[src/rtl/lcu_pkg.sv]
package lcu_pkg;
  typedef enum logic [2:0] {
    OP_HOLD,
    OP_LOAD,
    OP_DEC,
    OP_RESTORE,
    OP_DROP
  } cnt_op_e;
endpackage

[src/rtl/lcu_counter.sv]
module lcu_counter
  import lcu_pkg::*;
#(
  parameter int CW = 14
) (
  input  logic          clk,
  input  logic          rst_n,
  input  cnt_op_e       op,
  input  logic [CW-1:0] load_val,
  input  logic [CW-1:0] restore_val,
  output logic [CW-1:0] cnt_q,
  output logic          valid_q,
  output logic          expired
);
  // decrement that holds at zero instead of wrapping
  function automatic logic [CW-1:0] dec_hold(input logic [CW-1:0] v);
    return (v == '0) ? v : v - 1'b1;
  endfunction

  function automatic logic is_one(input logic [CW-1:0] v);
    return v == CW'(1);
  endfunction

  assign expired = is_one(cnt_q);

  always_ff @(posedge clk or negedge rst_n) begin
    if (!rst_n) begin
      cnt_q   <= '0;
      valid_q <= 1'b0;
    end else begin
      case (op)
        OP_LOAD:    begin cnt_q <= load_val;    valid_q <= 1'b1; end
        OP_DEC:     cnt_q <= dec_hold(cnt_q);
        OP_RESTORE: begin cnt_q <= restore_val; valid_q <= 1'b1; end
        OP_DROP:    begin cnt_q <= '0;          valid_q <= 1'b0; end
        default:    ;
      endcase
    end
  end

  // a plain decrement moves the count down by exactly one
  a_r5_dec_step: assert property (@(posedge clk) disable iff (!rst_n)
    (op == OP_DEC && cnt_q > CW'(1)) |=> (cnt_q == $past(cnt_q) - 1'b1));

  // dropping always leaves an invalid zero count
  a_r8_drop_zero: assert property (@(posedge clk) disable iff (!rst_n)
    (op == OP_DROP) |=> (cnt_q == '0 && !valid_q));
endmodule

[src/rtl/lcu_stack.sv]
module lcu_stack #(
  parameter int CW    = 14,
  parameter int DEPTH = 4
) (
  input  logic          clk,
  input  logic          rst_n,
  input  logic          push,
  input  logic          pop,
  input  logic [CW-1:0] din,
  output logic [CW-1:0] top,
  output logic [$clog2(DEPTH+1)-1:0] occ,
  output logic          empty,
  output logic          full,
  output logic          ovf
);
  localparam int OW = $clog2(DEPTH+1);

  logic [CW-1:0] slot_w [DEPTH];
  logic          push_drop;
  logic          push_take;
  logic          pop_take;

  assign full      = (occ == OW'(DEPTH));
  assign empty     = (occ == '0);
  assign push_take = push && !full;
  assign push_drop = push && full;
  assign pop_take  = pop && !empty;

  for (genvar i = 0; i < DEPTH; i++) begin : g_slot
    logic [CW-1:0] q;
    always_ff @(posedge clk or negedge rst_n) begin
      if (!rst_n) q <= '0;
      else if (push_take && occ == OW'(i)) q <= din;
    end
    assign slot_w[i] = q;
  end

  always_comb begin
    top = '0;
    for (int k = 0; k < DEPTH; k++)
      if (occ == OW'(k + 1)) top = slot_w[k];
  end

  always_ff @(posedge clk or negedge rst_n) begin
    if (!rst_n) begin
      occ <= '0;
      ovf <= 1'b0;
    end else begin
      if (push_take)      occ <= occ + 1'b1;
      else if (pop_take)  occ <= occ - 1'b1;
      if (push_drop)      ovf <= 1'b1;
    end
  end

  // overflow flag never clears outside reset
  a_r10_ovf_sticky: assert property (@(posedge clk) disable iff (!rst_n)
    ovf |=> ovf);
  // a push into a full store keeps the occupancy
  a_r10_full_keep: assert property (@(posedge clk) disable iff (!rst_n)
    (push && full) |=> (occ == OW'(DEPTH) && ovf));
  // occupancy never exceeds the depth
  a_r11_occ_range: assert property (@(posedge clk) disable iff (!rst_n)
    occ <= OW'(DEPTH));
  // control never asks for push and pop together
  a_r12_excl: assert property (@(posedge clk) disable iff (!rst_n)
    !(push && pop));
endmodule

[src/rtl/loop_count_unit.sv]
module loop_count_unit
  import lcu_pkg::*;
#(
  parameter int DW    = 16,
  parameter int CW    = 14,
  parameter int DEPTH = 4
) (
  input  logic          clk,
  input  logic          rst_n,
  input  logic [DW-1:0] bus_in,
  input  logic          ld_en,
  input  logic          ow_en,
  input  logic          dec_req,
  input  logic          tst_req,
  input  logic          pop_req,
  output logic [DW-1:0] rd_data,
  output logic          expired,
  output logic          cond_hit,
  output logic          stk_empty,
  output logic          stk_ovf
);
  localparam int OW = $clog2(DEPTH+1);

  cnt_op_e       op;
  logic [CW-1:0] cnt_q;
  logic          valid_q;
  logic [CW-1:0] top;
  logic [OW-1:0] occ;
  logic          full;
  logic          push;
  logic          pop;
  logic          any_load;

  function automatic logic [DW-1:0] widen(input logic [CW-1:0] v);
    return {{(DW-CW){1'b0}}, v};
  endfunction

  assign any_load = ld_en | ow_en;

  // priority: load > decrement > manual pop
  always_comb begin
    op   = OP_HOLD;
    push = 1'b0;
    pop  = 1'b0;
    if (any_load) begin
      op   = OP_LOAD;
      push = ld_en && valid_q;
    end else if (dec_req) begin
      if (expired) begin
        pop = !stk_empty;
        op  = stk_empty ? OP_DROP : OP_RESTORE;
      end else begin
        op = OP_DEC;
      end
    end else if (pop_req) begin
      pop = !stk_empty;
      op  = stk_empty ? OP_DROP : OP_RESTORE;
    end
  end

  lcu_counter #(.CW(CW)) u_cnt (
    .clk         (clk),
    .rst_n       (rst_n),
    .op          (op),
    .load_val    (bus_in[CW-1:0]),
    .restore_val (top),
    .cnt_q       (cnt_q),
    .valid_q     (valid_q),
    .expired     (expired)
  );

  lcu_stack #(.CW(CW), .DEPTH(DEPTH)) u_stk (
    .clk   (clk),
    .rst_n (rst_n),
    .push  (push),
    .pop   (pop),
    .din   (cnt_q),
    .top   (top),
    .occ   (occ),
    .empty (stk_empty),
    .full  (full),
    .ovf   (stk_ovf)
  );

  assign rd_data  = widen(cnt_q);
  assign cond_hit = (dec_req | tst_req) & expired;

  // the upper read bits are always zero
  always_comb a_r1_pad: assert (rd_data[DW-1:CW] == '0);

  // valid normal load below full grows the store and takes the bus
  a_r3_load_push: assert property (@(posedge clk) disable iff (!rst_n)
    (ld_en && valid_q && !full) |=> (occ == $past(occ) + 1'b1 &&
                                     cnt_q == $past(bus_in[CW-1:0])));
  // overwrite alone leaves the store untouched
  a_r4_ow_nopush: assert property (@(posedge clk) disable iff (!rst_n)
    (ow_en && !ld_en) |=> ($stable(occ) && valid_q));
  // test-only keeps the count
  a_r6_tst_hold: assert property (@(posedge clk) disable iff (!rst_n)
    (tst_req && !any_load && !dec_req && !pop_req) |=> ($stable(cnt_q) && $stable(occ)));
  // expired decrement with saved entries shrinks the store
  a_r7_auto_pop: assert property (@(posedge clk) disable iff (!rst_n)
    (dec_req && !any_load && expired && !stk_empty) |=> (occ == $past(occ) - 1'b1));
  // load of an invalid count saves nothing
  a_r8_no_invalid_push: assert property (@(posedge clk) disable iff (!rst_n)
    (ld_en && !valid_q) |=> $stable(occ));
  // a load in the same cycle as a pop ignores the pop
  a_r12_load_wins: assert property (@(posedge clk) disable iff (!rst_n)
    (any_load && pop_req && !(ld_en && valid_q)) |=> $stable(occ));
endmodule

[config.mk]
export PLATFORM = sky130hd
export DESIGN_NAME = loop_count_unit
export DESIGN_NICKNAME = d
export VERILOG_FILES = /design/src/rtl/lcu_pkg.sv /design/src/rtl/lcu_counter.sv /design/src/rtl/lcu_stack.sv /design/src/rtl/loop_count_unit.sv
export SDC_FILE = /design/constraint.sdc
export NUM_CORES = 1
export LEC_CHECK = 0
export BUFFER_PORTS_ARGS = -buffer_cell sky130_fd_sc_hd__clkbuf_2
export CORE_AREA = 3 3 88 90
export CTS_BUF_LIST = sky130_fd_sc_hd__clkbuf_8
export DETAILED_ROUTE_END_ITERATION = 10
export DIE_AREA = 0 0 91 93
export GPL_TIMING_DRIVEN = 1
export PLACE_DENSITY = 0.87
export SKIP_CTS_REPAIR_TIMING = 1
export SLEW_MARGIN = 20
export SYNTH_ARGS = -nofsm -noshare
export SYNTH_HDL_FRONTEND = slang
export SYNTH_HIERARCHICAL = 1
export SYNTH_SLANG_ARGS = --single-unit
[constraint.sdc]
create_clock -name clk -period 6.5 [get_ports clk]
set_clock_uncertainty 0.05 [all_clocks]
set_input_delay 0.975 -clock clk [delete_from_list [all_inputs] [get_ports clk]]
set_output_delay 0.975 -clock clk [all_outputs]
set_load 0.1 [all_outputs]
==> impl_metrics.yaml <==
outcome:
  run_status: "completed"
min_path:
  holdCritPathClass: "register to register"
cells_and_area:
  n_diodes: 0
  layout-area-overhead-vs-synth_pct: 9.10
  layoutNonFillerInstCount: 532
  num-nets-final: 460
  share_of_cells_above_drive_strength_1_pct: 28.4
drt:
  ant_nets: 0
  avgViaCountPerCell: 6.42
  wl_per_cell_microns: 19.1
  drt_iter0_drc: 345
  wirelength_microns: 10200
  route.vias.total: 3417
  drt_drc_violations_left: 0
  first_pass_detailed_route_iteration_total: 5
clocking:
  cts_sinks: 75
  total_clock_buffers_created_by_cts: 9
  cts-root-buf: "sky130_fd_sc_hd__clkbuf_8"
  clk_latency_ns: 0.34
  max-clock-path-buffers: 2
  cts.htree.levels: 3
  tritoncts: "yes"
  clk_transition_reported_paths_ns: 0.07
sta:
  achievable-frequency_mhz: 247
  number_of_max_slew_violations_in_the_final_report: 0
  rsz0062_at_grt: "false"
  setup_total_negative_slack_ns: 0
  slew-limit-headroom_pct: 28.7
  finalSetupViolations: 0
  post_route_fraction_of_the_period_consumed_by_the_critical_path_pct: 62.2
  timing_worst_slew_pin_value_ns: 1.06
  final.min_clock_period_ns: 4.04
  hold_violations: 0
global_route:
  first_global_vias: 3247
  grt_first_pass_wirelength_microns: 16600
  grt_util_all_layers_pct: 24.5
  grt_overflow: 0
  largest_net_degree_at_the_start_of_global_routing: 76
  antenna_violations_before_repair: 0
worst_setup_path:
  critPathArrivalTime_ns: 4.22
  crit_type: "register to register"
  critical_path.max_fanout: 23
  crit_required_ns: 6.68
  timing.critical_path.to_type: "register"
  setup.worst_path.start_class: "register"
floorplan:
  fp.dieH_microns: 93
  floorplan.initialDensity_pct: 59.2
  placementRows: 31
  floorplan.die_area_sq_um: 8460
  core_area_sq_um: 7140
  fp.dieW_microns: 91
  design.portCount: 43
yosys:
  synth.yosys.warnings: 6
  synth_area_sq_um: 4220
  ys_dominant_reg_cell: "sky130_fd_sc_hd__dfrtp_1"
  synth.yosys.seq_area_share_pct: 44.4
  synthesized_instance_count: 403
  synthDistinctLibCells: 60
  syn_avg_cell_area_sq_um: 10.5
  ys_ff_latch: 75
  synth-edff-count: 0
  synth_async_sr_flop_share_pct: 100
power:
  power_frac_seq_pct: 38.7
  static-leakage-power_nw: 2.01
  vdd_drop_max_mv: 0.258
  combinationalPowerShare_pct: 43.6
  share_clk_of_total_power_pct: 17.7
  intPower_mw: 1.27
  power.share.switching_pct: 41.9
  pwr_density_cell_nw_per_um2: 475
  switching_power_mw: 0.917
job:
  number_of_maximum_capacitance_violations: 0
placed_design:
  detailedPlacementHpwl_microns: 6840
  numPortBuffers: 38
  finalWeightedCongestion: 0.920
  dp.cells: 517
worst max-delay path, stage by stage (launching register included):
cell and delay, ns:
sky130_fd_sc_hd__dfrtp_1 0.52, sky130_fd_sc_hd__nor4_4 0.56, sky130_fd_sc_hd__nand3_1 0.13, sky130_fd_sc_hd__nor2_1 0.33
sky130_fd_sc_hd__mux2i_1 0.18, sky130_fd_sc_hd__and3b_1 0.57, sky130_fd_sc_hd__nor2b_1 0.33, sky130_fd_sc_hd__a221oi_4 0.87
sky130_fd_sc_hd__nor2_1 0.13, sky130_fd_sc_hd__a22o_1 0.24
logic make-up (layout without fill, tap and decap cells):
| group | Yosys count | count (layout) | synth area share, % |
|---|---|---|---|
| simple gates | 120 | 120 | 14.6 |
| buf+inv | 35 | 64 | 4.74 |
| other cells | 1 | 2 | 0.0888 |
| xor+xnor | 5 | 5 | 1.04 |
| compound gates | 102 | 102 | 16.6 |
| flops | 75 | 75 | 44.4 |
| fa+ha+maj | 8 | 8 | 2.37 |
| mux | 57 | 57 | 16.1 |
placed cells by master (no fill, tap or decap), types with 3 or more instances in the layout:
cell / netlist / layout
sky130_fd_sc_hd__dfrtp_1: 75 / 75
sky130_fd_sc_hd__mux2_2: 45 / 45
sky130_fd_sc_hd__nor2_1: 42 / 42
sky130_fd_sc_hd__clkbuf_2: 0 / 37
sky130_fd_sc_hd__nand2_1: 36 / 36
sky130_fd_sc_hd__a21oi_1: 29 / 29
sky130_fd_sc_hd__o21ai_0: 19 / 18
sky130_fd_sc_hd__a221oi_1: 14 / 14
sky130_fd_sc_hd__clkbuf_8: 0 / 10
sky130_fd_sc_hd__mux2_4: 10 / 10
sky130_fd_sc_hd__inv_1: 9 / 9
sky130_fd_sc_hd__ha_1: 8 / 8
sky130_fd_sc_hd__nand3_1: 6 / 6
sky130_fd_sc_hd__nor2b_1: 5 / 5
sky130_fd_sc_hd__nor3_1: 5 / 5
sky130_fd_sc_hd__nand2b_1: 5 / 5
sky130_fd_sc_hd__o21a_1: 4 / 4
sky130_fd_sc_hd__o22ai_1: 4 / 4
sky130_fd_sc_hd__o31ai_1: 4 / 4
sky130_fd_sc_hd__buf_4: 6 / 3
sky130_fd_sc_hd__nor3b_2: 3 / 3
sky130_fd_sc_hd__xnor2_1: 3 / 3
sky130_fd_sc_hd__nand4_1: 3 / 3
sky130_fd_sc_hd__o32ai_1: 3 / 3
sky130_fd_sc_hd__o221ai_1: 3 / 3
flip-flops by register name, summed over array words and instances (netlist names):
name	cells
u_stk/ovf	1
u_stk/g_slot.q	56
u_stk/occ	3
u_cnt/cnt_q	14
u_cnt/valid_q	1
per-stage QoR:
stage	worst slack, ns	utilization [%]	instance area (sq um)	total power [mW]	hold WS, ns
after global placement	2.76	61.5	4390	1.74	0.390
final	2.46	64.6	4610	2.19	0.404
after global routing	2.30	64.6	4610	2.31	0.430
after floorplan	1.55	-	4230	1.59	0.414
after detailed placement	2.66	61.5	4390	1.79	0.394
after CTS	2.61	64.6	4610	2.18	0.411
routing by layer:
layer | vias up | global-route usage, % | routed length [microns]
li1 | 1514 | - | -
met1 | 1671 | 33.9 | 4280
met2 | 205 | 39.2 | 4870
met3 | 27 | 5.63 | 858
met4 | 0 | 6.41 | 176
met5 | - | 0 | 0
power by group through the flow:
stage	registers, mW	clock network, mW	logic, mW
floorplan	0.949	0	0.639
global placement	0.831	0	0.913
detailed placement	0.847	0	0.947
CTS	0.842	0.393	0.949
global route	0.873	0.414	1.02
finish	0.849	0.387	0.955
synthesized netlist by cell type (all sizes together) (8+ instances only):
| cell | n | area, sq um |
|---|---|---|
| a21oi | 29 | 145 |
| a221oi | 15 | 149 |
| buf | 18 | 136 |
| clkbuf | 8 | 30.0 |
| dfrtp | 75 | 1880 |
| ha | 8 | 100 |
| inv | 9 | 33.8 |
| mux2 | 56 | 668 |
| nand2 | 37 | 141 |
| nor2 | 42 | 158 |
| o21ai | 20 | 100 |
final cells by class:
class | count | area, sq um
fill | 554 | 2530
multi-input combinational | 294 | 2150
sequential | 75 | 1880
timing repair buffer | 40 | 208
clock buffer | 10 | 138
tap | 99 | 124
clock inverter | 5 | 77.6
inverter | 9 | 33.8
worst paths after layout:
| path | startpoint | end | slack [ns] | cells past startpoint |
|---|---|---|---|---|
| setup reg to reg | u_cnt/cnt_q[6] | u_cnt/cnt_q[10] | 2.46 | 9 |
| max in group asynchronous | rst_n | u_stk/occ[0] | 5.11 | 1 |
| min in group asynchronous | rst_n | u_stk/g_slot[1].q[8] | 0.71 | 1 |
| setup / recovery | u_cnt/cnt_q[6] | u_cnt/cnt_q[10] | 2.46 | 9 |
| hold / removal | u_stk/ovf | u_stk/ovf | 0.40 | 1 |
| hold reg to reg | u_stk/ovf | u_stk/ovf | 0.40 | 1 |
Power figures use the tool's default switching activity.
